<file path="src/rtl/cec_tx_pkg.sv">
package cec_tx_pkg;
  // Strobes from the control FSM to the timing datapath
  typedef struct packed {
    logic loadStart;  // begin the start bit, sample start trims
    logic loadData;   // begin a data bit, sample data trims
    logic run;        // a frame is active, counter runs on tick
  } txStrobe_t;
endpackage

</file>
<file path="src/rtl/cec_tx_datapath.sv">
module cec_tx_datapath
  import cec_tx_pkg::*;
#(
  parameter int START_LOW_BASE = 121,
  parameter int START_PER_BASE = 147,
  parameter int ONE_LOW_BASE   = 20,
  parameter int ZERO_LOW_BASE  = 49,
  parameter int DATA_PER_BASE  = 79,
  parameter int SR_W = 3,
  parameter int SP_W = 3,
  parameter int DR_W = 3,
  parameter int DP_W = 4,
  parameter int DR_VALID_MAX = 3
) (
  input  logic            clk,
  input  logic            rstN,
  input  logic            tick,
  input  txStrobe_t       strb,
  input  logic [SR_W-1:0] startRiseTrim,
  input  logic [SP_W-1:0] startPeriodTrim,
  input  logic [DR_W-1:0] dataRiseTrim,
  input  logic [DP_W-1:0] dataPeriodTrim,
  input  logic            bitData,
  output logic            lineLow,
  output logic            bitEnd
);
  localparam int CNT_W = $clog2(START_PER_BASE + 1);

  logic [CNT_W-1:0] cnt;
  logic [CNT_W-1:0] lowLen;
  logic [CNT_W-1:0] perLen;
  logic [CNT_W-1:0] dataRiseEff;
  logic [CNT_W-1:0] dataLowBase;

  // Reserved rise-trim codes fall back to zero trim
  always_comb begin
    if (int'(dataRiseTrim) > DR_VALID_MAX) dataRiseEff = '0;
    else dataRiseEff = CNT_W'(dataRiseTrim);
    dataLowBase = bitData ? CNT_W'(ONE_LOW_BASE) : CNT_W'(ZERO_LOW_BASE);
  end

  always_ff @(posedge clk) begin
    if (!rstN) begin
      cnt    <= '0;
      lowLen <= '0;
      perLen <= '0;
    end else if (strb.loadStart) begin
      cnt    <= '0;
      lowLen <= CNT_W'(START_LOW_BASE) - CNT_W'(startRiseTrim);
      perLen <= CNT_W'(START_PER_BASE) - CNT_W'(startPeriodTrim);
    end else if (strb.loadData) begin
      cnt    <= '0;
      lowLen <= dataLowBase - dataRiseEff;
      perLen <= CNT_W'(DATA_PER_BASE) - CNT_W'(dataPeriodTrim);
    end else if (strb.run && tick) begin
      cnt <= cnt + CNT_W'(1);
    end
  end

  assign bitEnd  = strb.run && tick && (cnt == perLen - CNT_W'(1));
  assign lineLow = strb.run && (cnt < lowLen);

  // no tick, no progress
  p_hold_no_tick_r11: assert property (@(posedge clk) disable iff (!rstN)
    (strb.run && !tick) |=> $stable(cnt));
  // the low phase always ends before the bit period does
  p_low_before_end_r2: assert property (@(posedge clk) disable iff (!rstN)
    (strb.run && $past(strb.run)) |-> (lowLen < perLen));
endmodule

</file>
<file path="src/rtl/cec_tx_ctrl.sv">
module cec_tx_ctrl
  import cec_tx_pkg::*;
(
  input  logic      clk,
  input  logic      rstN,
  input  logic      startReq,
  input  logic      bitValid,
  input  logic      bitLast,
  input  logic      bitEnd,
  output logic      bitReady,
  output logic      busy,
  output logic      underrun,
  output txStrobe_t strb
);
  logic curLast;
  logic needBit;
  logic takeBit;
  logic starve;
  logic finish;

  always_comb begin
    needBit = bitEnd && !curLast;
    takeBit = needBit && bitValid;
    starve  = needBit && !bitValid;
    finish  = bitEnd && curLast;
    strb.loadStart = !busy && startReq;
    strb.loadData  = takeBit;
    strb.run       = busy;
  end

  assign bitReady = needBit;

  always_ff @(posedge clk) begin
    if (!rstN) begin
      busy     <= 1'b0;
      curLast  <= 1'b0;
      underrun <= 1'b0;
    end else begin
      underrun <= starve;
      if (strb.loadStart) begin
        busy    <= 1'b1;
        curLast <= 1'b0;
      end else if (finish || starve) begin
        busy <= 1'b0;
      end else if (takeBit) begin
        curLast <= bitLast;
      end
    end
  end

  // the handshake opens only inside a frame
  p_ready_in_frame_r8: assert property (@(posedge clk) disable iff (!rstN)
    bitReady |-> busy);
  // an underrun pulse coincides with the frame having ended
  p_underrun_idle_r10: assert property (@(posedge clk) disable iff (!rstN)
    underrun |-> !busy);
  // the pulse lasts one cycle
  p_underrun_single_r10: assert property (@(posedge clk) disable iff (!rstN)
    underrun |=> !underrun);
  // a start request mid-bit cannot disturb the frame
  p_start_ignored_r9: assert property (@(posedge clk) disable iff (!rstN)
    (busy && startReq && !bitEnd) |=> busy);
endmodule

</file>
<file path="src/rtl/cec_tx_timing.sv">
module cec_tx_timing
  import cec_tx_pkg::*;
#(
  parameter int START_LOW_BASE = 121,
  parameter int START_PER_BASE = 147,
  parameter int ONE_LOW_BASE   = 20,
  parameter int ZERO_LOW_BASE  = 49,
  parameter int DATA_PER_BASE  = 79,
  parameter int SR_W = 3,
  parameter int SP_W = 3,
  parameter int DR_W = 3,
  parameter int DP_W = 4,
  parameter int DR_VALID_MAX = 3
) (
  input  logic            clk,
  input  logic            rstN,
  input  logic            tick,
  input  logic            startReq,
  input  logic [SR_W-1:0] startRiseTrim,
  input  logic [SP_W-1:0] startPeriodTrim,
  input  logic [DR_W-1:0] dataRiseTrim,
  input  logic [DP_W-1:0] dataPeriodTrim,
  input  logic            bitValid,
  input  logic            bitData,
  input  logic            bitLast,
  output logic            bitReady,
  output logic            lineRelease,
  output logic            busy,
  output logic            underrun
);
  txStrobe_t strb;
  logic      lineLow;
  logic      bitEnd;

  cec_tx_ctrl u_ctrl (
    .clk      (clk),
    .rstN     (rstN),
    .startReq (startReq),
    .bitValid (bitValid),
    .bitLast  (bitLast),
    .bitEnd   (bitEnd),
    .bitReady (bitReady),
    .busy     (busy),
    .underrun (underrun),
    .strb     (strb)
  );

  cec_tx_datapath #(
    .START_LOW_BASE (START_LOW_BASE),
    .START_PER_BASE (START_PER_BASE),
    .ONE_LOW_BASE   (ONE_LOW_BASE),
    .ZERO_LOW_BASE  (ZERO_LOW_BASE),
    .DATA_PER_BASE  (DATA_PER_BASE),
    .SR_W           (SR_W),
    .SP_W           (SP_W),
    .DR_W           (DR_W),
    .DP_W           (DP_W),
    .DR_VALID_MAX   (DR_VALID_MAX)
  ) u_dp (
    .clk             (clk),
    .rstN            (rstN),
    .tick            (tick),
    .strb            (strb),
    .startRiseTrim   (startRiseTrim),
    .startPeriodTrim (startPeriodTrim),
    .dataRiseTrim    (dataRiseTrim),
    .dataPeriodTrim  (dataPeriodTrim),
    .bitData         (bitData),
    .lineLow         (lineLow),
    .bitEnd          (bitEnd)
  );

  assign lineRelease = !lineLow;

  // outside a frame the bus is never pulled low
  p_idle_released_r8: assert property (@(posedge clk) disable iff (!rstN)
    !busy |-> lineRelease);
endmodule

</file>
<file path="config.mk">
export PLATFORM = sky130hd
export DESIGN_NAME = cec_tx_timing
export DESIGN_NICKNAME = d
export VERILOG_FILES = /design/src/rtl/cec_tx_pkg.sv /design/src/rtl/cec_tx_datapath.sv /design/src/rtl/cec_tx_ctrl.sv /design/src/rtl/cec_tx_timing.sv
export SDC_FILE = /design/constraint.sdc
export NUM_CORES = 1
export LEC_CHECK = 0
export ABC_AREA = 1
export BUFFER_PORTS_ARGS = -buffer_cell sky130_fd_sc_hd__buf_2
export CELL_PAD_IN_SITES_DETAIL_PLACEMENT = 1
export CELL_PAD_IN_SITES_GLOBAL_PLACEMENT = 1
export CORE_MARGIN = 2
export CORE_UTILIZATION = 39
export DETAILED_ROUTE_END_ITERATION = 12
export PLACE_DENSITY = 0.8
export SLEW_MARGIN = 5
export SYNTH_ARGS = -nofsm -noshare
export SYNTH_HDL_FRONTEND = slang
export SYNTH_SLANG_ARGS = --single-unit
</file>
<file path="constraint.sdc">
create_clock -name clk -period 1.81 [get_ports clk]
set_input_delay 0.0905 -clock clk [delete_from_list [all_inputs] [get_ports clk]]
set_output_delay 0.0905 -clock clk [all_outputs]
set_load 0.02 [all_outputs]
</file>
Word-level counts from Yosys, hierarchy flattened --
Cells that the tools add are included. W data, S select, Z words.
Storage, ports and cells: register bits after elaboration 27, input bits 20, word-level logic and storage cells 43
Operators by class: add/subtract/negate cells 6, magnitude comparators 2, equality and inequality tests 1, muxes and demuxes 8, bitwise gates (word level) 2, reductions and logical operators 18
Operators by type and width (count):
- $mux W8 | 4
- $add A8 B1 Y8 const B | 1
- $eq A8 B8 Y1 | 1
- $logic_and A1 B1 Y1 | 8
- $lt A8 B8 Y1 | 1
- $sub A7 B3 Y8 const A | 1
- $sub A7 B4 Y8 const A | 1
- $sub A8 B1 Y8 const B | 1
- $sub A8 B3 Y8 | 1
- $sub A8 B3 Y8 const A | 1
- $mux W6 | 1
- $logic_not A1 Y1 | 4
- $reduce_bool A2 Y1 | 2
- $gt A3 B2 Y1 const B | 1
- $mux W3 | 1
- $reduce_or A3 Y1 | 1
- $mux W1 | 2
- $not A1 Y1 | 2
- $reduce_and A2 Y1 | 1
- $reduce_or A2 Y1 | 1
- $logic_or A1 B1 Y1 | 1

Logic depth before layout (Yosys ltp) --
Gate-level depths: netlist (run 1).
depth after elaboration 8, gate-level depth with buffers 14, depth with buffers taken out 14

Modules after synthesis --
A second synthesis (run 1) with hierarchy kept.
Unflattened totals: cell total of the unflattened synthesis 256, area, all modules 1667.8 um^2
By module, submodules not included:
- cec_tx_datapath | times used 1, cells an instance 234, area each 1493.9 um^2
- cec_tx_ctrl | times used 1, cells an instance 21, area each 170.2 um^2
- cec_tx_timing | times used 1, cells an instance 1, area each 3.8 um^2

Least setup slack after synthesis (run 1) --
OpenSTA, ideal clock, no wires.
kind reg-to-reg, start point register u_dp.perLen[0], end point register u_dp.cnt[5], setup time 116 ps, arrival 1535 ps, setup slack 160 ps, stages on the path, launching flop included 12, cells stage by stage dfxtp_1 > inv_2 > ha_1 > xnor2_1 > nor2_1 > nand2_1 > nor2_2 > nand4_2 > nand2_2 > nor2_2 > inv_2 > nor2_1
Between the ends: word-level cells in the longest chain between the ends 6
Ends and longest elaborated chain:
- from (decl) | RTL line cec_tx_datapath.sv:31 | logic [CNT_W-1:0] perLen;
- from (signal assigned) | RTL line cec_tx_datapath.sv:50 | perLen <= CNT_W'(START_PER_BASE) - CNT_W'(startPeriodTrim);
- from (signal assigned) | RTL line cec_tx_datapath.sv:54 | perLen <= CNT_W'(DATA_PER_BASE) - CNT_W'(dataPeriodTrim);
- $sub A8 B1 Y8 | RTL line cec_tx_datapath.sv:60 | assign bitEnd = strb.run && tick && (cnt == perLen - CNT_W'(1));
- $eq A8 B8 Y1 | RTL line cec_tx_datapath.sv:60
- $logic_and A1 B1 Y1 | RTL line cec_tx_datapath.sv:60
- $logic_and A1 B1 Y1 | RTL line cec_tx_ctrl.sv:22 | needBit = bitEnd && !curLast;
- $logic_and A1 B1 Y1 | RTL line cec_tx_ctrl.sv:23 | takeBit = needBit && bitValid;
- $reduce_or A3 Y1 (no source line)
- to (signal assigned) | RTL line cec_tx_datapath.sv:56 | cnt <= cnt + CNT_W'(1);
- to (decl) | RTL line cec_tx_datapath.sv:29 | logic [CNT_W-1:0] cnt;
No other way between the ends. A chain may end at the register's enable or synchronous reset.

Worst setup path in the final report (run 1) --
start point register u_dp.perLen[0], end point output port bitReady
Between the ends: word-level cells in the longest chain between the ends 4
Ends and longest elaborated chain:
- $sub A8 B1 Y8 | RTL line cec_tx_datapath.sv:60
- $eq A8 B8 Y1 | RTL line cec_tx_datapath.sv:60
- $logic_and A1 B1 Y1 | RTL line cec_tx_datapath.sv:60
- $logic_and A1 B1 Y1 | RTL line cec_tx_ctrl.sv:22
- to (decl) | RTL line cec_tx_timing.sv:26 | output logic bitReady,
No other way between the ends.

==> impl_metrics.csv, run 1 <==
group,metric,value,unit
outcome,status,"finished, final reports clean",
setup_path,critPathLaunchType,"flop",
setup_path,rrSetupSlack,0.05,ns
floorplan,dieWidth,68.5,um
placed_design,io_buffer_count,23,
timing,skew,0.00366,ns
floorplan,core-area,0.00400,mm^2
worst_hold_path,hold_path_startpoint,"startPeriodTrim[2]",
yosys,synth_flop_cell,"dfxtp_1",
yosys,syn-cell-area,0.00162,mm^2
setup_path,r2r_end,"u_dp.cnt[5]",
setup_path,startpoint,"u_dp.perLen[0]",
setup_path,critPathRequiredTime,1.72,ns
clock_network,root_buffer,"clkbuf_8",
cells_and_area,final_area,0.00203,mm^2
cells_and_area,multiInputGateArea,0.00107,mm^2
cells_and_area,fin_nets,320,
cells_and_area,n_fill_cell,546,
timing,grt_setup_unrepaired,"yes",
global_route,grt_overflow,0,
yosys,synth_fp_nets,286,
setup_path,r2r-start,"u_dp.perLen[0]",
timing,setup_viol,0,
clock_network,clk_latency,0.27,ns
routing,vias_per_cell,4.87,
routing,vias,1631,
cells_and_area,n_antenna_cell,0,
floorplan,die-height,68.5,um
clock_network,cts_tree,"built",
global_route,antenna_found_initial,0,
yosys,ys_ff_latch,24,
clock_network,max-clock-path-buffers,2,
global_route,grt_max_degree,13,
timing,fmax,561,MHz
placed_design,gpl.final_weighted_congestion,0.817,
routing,wirelength,4490,um
cells_and_area,area.sequential,489,um^2
setup_path,arrival,1.69,ns
yosys,yosysTopAreaCell,"dfxtp_1",
yosys,synth.avg_cell_area,6.42,um^2
worst_hold_path,hold_depth,4,
yosys,synth.distinct_cells,33,
floorplan,start_util,40.6,%
routing,drt_pass1_iterations,4,
floorplan,fp-row-count,23,
placed_design,dp_hpwl,3520,um
yosys,synth_top_area_share,29.6,%
yosys,ys_seq_area_share,29.6,%
clock_network,clk_pin_slew,0.09,ns
yosys,synthTopCellsByArea,"dfxtp_1, nand2_1, ha_1",
global_route,grt_pass1_vias,1625,
timing,fin_setup_tns,0,ns
floorplan,dieArea,0.00470,mm^2
flow_run,cap_violations,0,
placed_design,pre_cts_ws,0.0122,ns
setup_path,cp_max_fo,4,
worst_hold_path,min_to,"u_dp.perLen[4]",
clock_network,h-tree-depth,1,
global_route,grt_pass1_wl,7270,um
cells_and_area,area_growth,25.1,%
power_and_ir_drop,power.total,1.27,mW
global_route,track_usage,20.6,%
placed_design,place_area,0.00182,mm^2
yosys,synth_warnings,0,
yosys,synthCells,253,
floorplan,io_pins,24,
power_and_ir_drop,vdd_drop_max,0.000313,V
timing,period_share,98.4,%
clock_network,cts_sinks,24,
cells_and_area,fin_cells,335,
timing,fin_ws,0.0287,ns
timing,min_period,1.78,ns
setup_path,path_class,"flop to primary output",
worst_hold_path,holdCritPathClass,"input port to flop",
cells_and_area,utilization,50.8,%
timing,hold_slack,0.125,ns
setup_path,reg2reg_depth,14,
setup_path,end_kind,"primary output",
power_and_ir_drop,leakage,0.984,nW
power_and_ir_drop,powerDensity,625,mW/mm^2
cells_and_area,final_layout_size_suffix_gt1_share,27.0,%
yosys,synthArstFlopShare,0,%
clock_network,numCtsBuffers,3,
routing,drtIter0Drc,54,
routing,ant_nets,0,
yosys,synth_edf_count,0,
timing,finalHoldViolCount,0,
routing,drc,0,
placed_design,dpl.cell_count,328,
routing,wl_per_cell,13.4,um
timing,finalMaxSlewViolations,0,
==> metal layers <==
metal | routed length [um] | global-route usage [%] | share of wire [%]
met5 | 0 | 0 | 0
met4 | 59 | 4.50 | 1.3
met3 | 91 | 2.60 | 2.0
met2 | 2250 | 37.5 | 50
met1 | 2090 | 25.6 | 46
==> worst max-delay path by stage <==
stage	endpoint	cells after the start	slack (ns)
after global placement	u_dp.perLen[2]	11	0.07
after detailed placement	u_dp.perLen[3]	11	0.01
after CTS	bitReady	11	-0.007
final	bitReady	9	0.03
after global routing	bitReady	12	-0.11
after floorplan	u_dp.cnt[5]	11	0.16
==> kinds of logic (layout without fill, tap and decap cells) <==
kind of cell | Yosys count | in the layout | share of synthesized area, %
AOI/OAI and AO/OA | 20 | 20 | 7.09
adders and majority gates | 13 | 13 | 10.5
muxes | 3 | 3 | 1.85
xor gates and xnor gates | 6 | 6 | 3.24
other | 2 | 2 | 0.462
and+or+nand+nor | 139 | 139 | 36.1
buffers and inverters | 46 | 78 | 11.2
DFF | 24 | 24 | 29.6
==> Yosys cell counts (2+ instances only) <==
master,count
nor2_2,4
clkinv_1,2
nor2_1,34
nand2_2,2
inv_1,30
o21ai_1,2
ha_1,12
nor3_1,3
clkbuf_1,2
inv_2,10
conb_1,2
xor2_1,5
o21ai_0,6
a21oi_1,6
nand2_1,73
mux2i_1,3
dfxtp_1,24
nand3_1,18
==> placed cells by master (no fill, tap or decap), drive strengths merged <==
master | Yosys | final
nand2 | 75 | 75
inv | 40 | 40
nor2 | 38 | 38
buf | 2 | 32
dfxtp | 24 | 24
nand3 | 19 | 19
ha | 12 | 12
o21ai | 8 | 8
a21oi | 6 | 6
xor2 | 5 | 5
nor3 | 3 | 3
mux2i | 3 | 3
clkbuf | 2 | 3
clkinv | 2 | 2
a21boi | 2 | 2
conb | 2 | 2
nand4 | 2 | 2
o211ai | 1 | 1
o2111ai | 1 | 1
xnor2 | 1 | 1
o21a | 1 | 1
nor4 | 1 | 1
a31oi | 1 | 1
nand3b | 1 | 1
fa | 1 | 1
dlygate4sd3 | 0 | 1
==> power breakdown <==
part | internal (mW) | total, mW | switching, mW
Sequential | 0.554 | 0.574 | 0.0205
Combinational | 0.155 | 0.372 | 0.217
Clock | 0.149 | 0.324 | 0.175
Total | 0.857 | 1.27 | 0.413
==> flip-flops by register name, summed over array words and instances (netlist names) <==
signal           flops
u_dp.perLen          6
u_ctrl.underrun      1
u_ctrl.curLast       1
u_dp.lowLen          7
u_ctrl.busy          1
u_dp.cnt             8
==> repair_timing <==
action | in CTS | in global routing
resized for setup | 6 | 33
pin swaps | 2 | 16
hold buffers | 1 | 0
setup endpoints to repair | 4 | 25
endpoints found under the hold margin | 1 | 0
buffers inserted | 1 | 2
==> critical path, stage by stage, from the launching register on <==
cell     delay [ns]
dfxtp_2        0.33
inv_2          0.09
ha_4           0.21
xnor2_2        0.13
nor2_2         0.13
nand2_2        0.07
nor2_4         0.10
nand3_2        0.11
nor2_2         0.13
buf_6          0.12
==> area by class of cell <==
cell class,instances,share of cell area (%)
clock buffer,3,2.03
inverter,42,7.88
multi-input combinational,183,52.6
sequential,24,24.1
tap,50,3.08
timing repair buffer,33,10.3
(Power assumes the default switching activity.)
==> run 2, diff against run 1 <==
--- a/config.mk
+++ b/config.mk
@@ -7,10 +7,10 @@
 export LEC_CHECK = 0
 export ABC_AREA = 1
 export BUFFER_PORTS_ARGS = -buffer_cell sky130_fd_sc_hd__buf_2
-export CELL_PAD_IN_SITES_DETAIL_PLACEMENT = 1
-export CELL_PAD_IN_SITES_GLOBAL_PLACEMENT = 1
+export CELL_PAD_IN_SITES_DETAIL_PLACEMENT = 0
+export CELL_PAD_IN_SITES_GLOBAL_PLACEMENT = 2
 export CORE_MARGIN = 2
-export CORE_UTILIZATION = 39
+export CORE_UTILIZATION = 30
 export DETAILED_ROUTE_END_ITERATION = 12
 export PLACE_DENSITY = 0.8
 export SLEW_MARGIN = 5
==> impl_metrics.csv, run 2 (same netlist as run 1, synthesis figures left out) <==
group,metric,value,unit
outcome,status,"finished with violations",
outcome,violations,"setup timing",
power_and_ir_drop,seq_power_share,44.6,%
flow_run,cap_violations,0,
power_and_ir_drop,power.net_switching,0.392,mW
placed_design,dp_hpwl,3210,um
cells_and_area,fin_nets,322,
timing,min_period,1.82,ns
power_and_ir_drop,vdd_drop_max,0.000251,V
cells_and_area,final_common_cell,"nand2_1",
routing,vias_per_cell,4.39,
placed_design,io_buffer_count,23,
placed_design,pre_cts_ws,0.00251,ns
routing,wl_per_cell,11.2,um
worst_hold_path,holdCritPathClass,"input port to flop",
routing,ant_nets,0,
global_route,track_usage,14.4,%
setup_path,cp_max_fo,2,
timing,hold_slack,0.0891,ns
floorplan,dieArea,0.00602,mm^2
power_and_ir_drop,p_sw_share,30.6,%
placed_design,dpl.cell_count,350,
power_and_ir_drop,internal_power,0.890,mW
routing,wirelength,4020,um
clock_network,clk_pin_slew,0.09,ns
clock_network,root_buffer,"clkbuf_8",
cells_and_area,mostFrequentLayoutCells,"nand2_1, nor2_1, inv_1, buf_2, dfxtp_1",
timing,grt_setup_unrepaired,"yes",
global_route,grt_pass1_wl,6970,um
timing,finalMaxSlewViolations,0,
timing,period_share,100,%
power_and_ir_drop,power.total,1.28,mW
power_and_ir_drop,leakage,0.994,nW
cells_and_area,fin_cells,358,
setup_path,path_class,"flop to primary output",
setup_path,critPathLaunchType,"flop",
global_route,antenna_found_initial,0,
floorplan,dieWidth,77.6,um
cells_and_area,final_layout_size_suffix_gt1_share,23.3,%
clock_network,numCtsBuffers,3,
setup_path,arrival,1.73,ns
global_route,grt_pass1_vias,1473,
cells_and_area,largest_register_ffs,8,
routing,vias,1571,
global_route,grt_overflow,0,
floorplan,core-area,0.00517,mm^2
power_and_ir_drop,powerDensity,637,mW/mm^2
clock_network,cts_sinks,24,
power_and_ir_drop,combPwrFrac,25.8,%
timing,fin_ws,-0.00753,ns
floorplan,die-height,77.6,um
cells_and_area,utilization,38.9,%
routing,drt_pass1_iterations,4,
cells_and_area,n_antenna_cell,0,
clock_network,cts_tree,"built",
timing,fmax,550,MHz
timing,setup_viol,1,
timing,finalHoldViolCount,0,
floorplan,io_pins,24,
floorplan,start_util,31.4,%
cells_and_area,top_register,"u_dp.cnt",
global_route,grt_max_degree,14,
cells_and_area,top_regs,"u_dp.cnt: 8 flops, u_dp.lowLen: 7 flops, u_dp.perLen: 6 flops",
clock_network,clk_latency,0.27,ns
cells_and_area,area_growth,23.8,%
timing,skew,0.00347,ns
power_and_ir_drop,p_clk_share,29.6,%
placed_design,gpl.final_weighted_congestion,0.856,
routing,drtIter0Drc,64,
floorplan,fp-row-count,26,
clock_network,h-tree-depth,1,
setup_path,end_kind,"primary output",
clock_network,max-clock-path-buffers,2,
routing,drc,0,
setup_path,critPathRequiredTime,1.72,ns
run 2: cell types whose count changed in the layout (fill, tap and decap cells not counted), moves of 3 or more:
cell and delta:
nand2_2 -6, nor2_4 -4, nor2_1 +3, buf_4 +3, nand2_1 +7
run 2: final timing paths:
check                     startpoint              to  slack [ns]  cells past startpoint
hold / removal    startPeriodTrim[2]  u_dp.perLen[4]        0.09                      4
setup reg to reg      u_dp.perLen[1]  u_dp.perLen[0]        0.07                     11
hold reg to reg       u_dp.lowLen[1]  u_dp.lowLen[1]        0.45                      2
setup / recovery      u_dp.perLen[1]        bitReady      -0.008                      9
run 2: layout make-up:
cell class,instances,area [um^2]
clock buffers,4,55.1
fillers,574,3160
inverters,42,160
multi-input cells,183,997
flip-flops and latches,24,490
well taps,70,87.6
repair buffers,35,220
run 2: what timing repair did:
| item | CTS | global route |
|---|---|---|
| endpoints found under the setup margin | 9 | 19 |
| endpoints found under the hold margin | 1 | 0 |
| cloned | 0 | 0 |
| hold buffers | 1 | 0 |
| pin swaps | 4 | 8 |
| resized for setup | 5 | 13 |
| setup buffers | 1 | 2 |
run 2: layer usage:
metal  track usage, %  wire, um
met1             20.5      2060
met2             22.8      1780
met3             1.86       142
met4             3.75        32
met5                0         0
run 2: critical path, cell delays in order (launching register included):
cell and delay [ns]:
dfxtp_2 0.33, inv_2 0.08, ha_4 0.21, xnor2_2 0.12
nor2_1 0.15, nand2_1 0.09, nor2_2 0.14, nand3_2 0.10
nor2_1 0.09, buf_4 0.14
run 2: through the flow:
stage | TNS (ns) | cell area [um^2]
after floorplan | 0 | 1620
after global placement | 0 | 1860
after detailed placement | 0 | 1860
after CTS | -0.0390 | 1960
after global routing | -0.238 | 2010
final | -0.00753 | 2010
run 2: power by group through the flow:
stage | combinational (mW) | sequential, mW | clock (mW)
2_1_floorplan | 0.210 | 0.582 | 0
6_report | 0.330 | 0.572 | 0.379
3_5_place_dp | 0.302 | 0.584 | 0
5_1_grt | 0.379 | 0.575 | 0.413
4_1_cts | 0.316 | 0.572 | 0.392
3_3_place_gp | 0.306 | 0.585 | 0
==> run 3, diff against run 2 <==
--- a/config.mk
+++ b/config.mk
@@ -10,10 +10,11 @@
 export CELL_PAD_IN_SITES_DETAIL_PLACEMENT = 0
 export CELL_PAD_IN_SITES_GLOBAL_PLACEMENT = 2
 export CORE_MARGIN = 2
-export CORE_UTILIZATION = 30
+export CORE_UTILIZATION = 31
 export DETAILED_ROUTE_END_ITERATION = 12
-export PLACE_DENSITY = 0.8
+export PLACE_DENSITY = 0.82
 export SLEW_MARGIN = 5
 export SYNTH_ARGS = -nofsm -noshare
 export SYNTH_HDL_FRONTEND = slang
+export SYNTH_HIERARCHICAL = 1
 export SYNTH_SLANG_ARGS = --single-unit
==> impl_metrics.csv, run 3 <==
group,metric,value,unit
outcome,status,"finished with violations",
outcome,violations,"setup timing",
clock_network,holdBufCountCts,0,
power_and_ir_drop,powerDensity,533,mW/mm^2
yosys,synth.distinct_cells,32,
yosys,synthArstFlopShare,0,%
timing,fmax,503,MHz
cells_and_area,top_regs,"u_dp/cnt: 8 flops, u_dp/lowLen: 7 flops, u_dp/perLen: 6 flops",
setup_path,critPathLaunchType,"flop",
yosys,yosysTopAreaCell,"dfxtp_1",
routing,vias_per_cell,4.32,
setup_path,r2r_end,"u_dp/perLen[0]",
floorplan,start_util,32.4,%
cells_and_area,area_growth,44.0,%
setup_path,path_class,"flop to flop",
cells_and_area,fin_cells,386,
worst_hold_path,min_to,"u_ctrl/underrun",
timing,finalMaxSlewViolations,0,
routing,drc,0,
setup_path,cp_max_fo,7,
clock_network,cts_sinks,24,
yosys,synth.avg_cell_area,6.52,um^2
cells_and_area,multiInputGateArea,0.00113,mm^2
global_route,grt_overflow,0,
yosys,synthCells,256,
cells_and_area,final_layout_size_suffix_gt1_share,40.8,%
global_route,track_usage,15.0,%
timing,setup_viol,22,
routing,vias,1666,
yosys,synth_fp_nets,289,
yosys,synth_edf_count,0,
timing,hold_slack,0.0381,ns
placed_design,place_area,0.00210,mm^2
cells_and_area,final_common_cell,"nand2_1",
clock_network,numCtsBuffers,3,
timing,period_share,110,%
worst_hold_path,holdCritPathClass,"input port to flop",
floorplan,io_pins,24,
floorplan,core-area,0.00514,mm^2
yosys,ys_seq_area_share,28.8,%
cells_and_area,largest_register_ffs,8,
setup_path,startpoint,"u_dp/perLen[0]",
placed_design,gpl.final_weighted_congestion,0.786,
cells_and_area,n_antenna_cell,0,
yosys,synthTopCellsByArea,"dfxtp_1, nand2_1, inv_1",
power_and_ir_drop,leakage,1.21,nW
clock_network,clk_latency,0.27,ns
clock_network,h-tree-depth,1,
clock_network,clk_pin_slew,0.09,ns
floorplan,dieArea,0.00598,mm^2
global_route,antenna_found_initial,0,
timing,finalHoldViolCount,0,
yosys,synth_common_cells,"nand2_1, inv_1, dfxtp_1, nor2_1, ha_1",
routing,ant_nets,0,
setup_path,rrSetupSlack,-0.18,ns
timing,fin_ws,-0.179,ns
worst_hold_path,hold_depth,2,
routing,wirelength,4300,um
yosys,synth_flop_cell,"dfxtp_1",
placed_design,dp_hpwl,3470,um
yosys,ys_ff_latch,24,
clock_network,max-clock-path-buffers,2,
floorplan,die-height,77.4,um
global_route,grt_pass1_wl,7250,um
clock_network,root_buffer,"clkbuf_8",
setup_path,r2r-start,"u_dp/perLen[0]",
cells_and_area,area.sequential,492,um^2
routing,drtIter0Drc,55,
timing,min_period,1.99,ns
yosys,synth_warnings,6,
routing,drt_pass1_iterations,4,
routing,wl_per_cell,11.1,um
cells_and_area,top_register,"u_dp/cnt",
placed_design,io_buffer_count,23,
global_route,grt_max_degree,14,
timing,grt_setup_unrepaired,"yes",
yosys,syn-cell-area,0.00167,mm^2
global_route,grt_pass1_vias,1560,
worst_hold_path,hold_path_startpoint,"bitValid",
placed_design,dpl.cell_count,376,
cells_and_area,fin_nets,350,
setup_path,end_kind,"flop",
floorplan,fp-row-count,26,
setup_path,arrival,2.21,ns
yosys,synth_most_common_cell,"nand2_1",
yosys,synth_top_area_share,28.8,%
floorplan,dieWidth,77.4,um
cells_and_area,final_area,0.00240,mm^2
clock_network,cts_tree,"built",
flow_run,cap_violations,0,
power_and_ir_drop,vdd_drop_max,0.000233,V
setup_path,critPathRequiredTime,2.03,ns
cells_and_area,utilization,46.7,%
cells_and_area,n_fill_cell,575,
timing,skew,0.00217,ns
setup_path,reg2reg_depth,16,
cells_and_area,mostFrequentLayoutCells,"nand2_1, inv_1, buf_4, buf_2",
## run 3: cell count changes in the layout (fill, tap and decap cells not counted), moves of 7 or more
| cell | delta |
|---|---|
| inv_1 | +19 |
| a21oi_2 | +7 |
| nor2_1 | -16 |
| buf_4 | +22 |
| nand2_2 | +8 |
| nand3_1 | -11 |
## run 3: power by group
group          leakage [nW]  switching, mW  internal, mW  total (mW)
clock network        0.0288          0.182         0.195       0.377
registers             0.199         0.0132         0.550       0.563
logic                 0.984          0.192         0.149       0.341
## run 3: area by class of cell
cell class                 count  area share [%]
clock buffer                   4            2.29
multi-input combinational    170            46.9
tap                           70            3.65
inverter                      59            9.64
sequential                    24            20.5
timing repair buffer          59            17.0
## run 3: routing by layer
metal	up-vias	global-route usage [%]	wire, um
li1	912	-	-
met3	5	1.74	84
met2	20	24.2	1960
met5	-	0	0
met1	729	21.3	2210
met4	0	3.75	42
## run 3: how the worst max path moves through the flow
stage | slack, ns | cells past startpoint | endpoint
finish | -0.18 | 16 | u_dp/perLen[0]
global route | -0.35 | 16 | u_dp/perLen[0]
global placement | -0.17 | 14 | u_dp/lowLen[2]
CTS | -0.17 | 16 | u_dp/lowLen[1]
detailed placement | -0.20 | 15 | u_dp/lowLen[2]
floorplan | -0.11 | 16 | u_dp/perLen[0]
## run 3: critical path: stages, from the launching register on
cell and delay (ns):
dfxtp_2 0.34, inv_2 0.05, ha_4 0.23, inv_2 0.05, nand2_2 0.04, nand2_2 0.06, nand3_2 0.08, nor2_2 0.10
nand3_2 0.10, nor2_4 0.10, and3_4 0.23, inv_4 0.05, nor2_4 0.14, inv_4 0.07, o221ai_2 0.15, nand2_1 0.09
inv_1 0.06
## run 3: repair_timing
item                       CTS  global route
setup endpoints to repair   21            24
pin swaps                    9            14
buffers inserted             1             5
gates resized for setup     16            36
## run 3: through the flow
step           total power [mW]  setup TNS, ns  worst slack [ns]
5_1_grt                    1.38          -5.64            -0.352
6_report                   1.28          -2.10            -0.179
3_5_place_dp              0.867          -1.88            -0.205
3_3_place_gp              0.870          -1.99            -0.172
4_1_cts                    1.25          -2.19            -0.168
2_1_floorplan             0.761         -0.706            -0.105
## run 3: cell families after synthesis
family                     Yosys count  share of synthesized area, %
AOI/OAI and AO/OA                   30                          12.0
xor gates and xnor gates             1                         0.525
adders and majority gates           13                          10.2
buffers and inverters               62                          14.8
DFF                                 24                          28.8
other                                2                         0.450
and+or+nand+nor                    124                          33.2
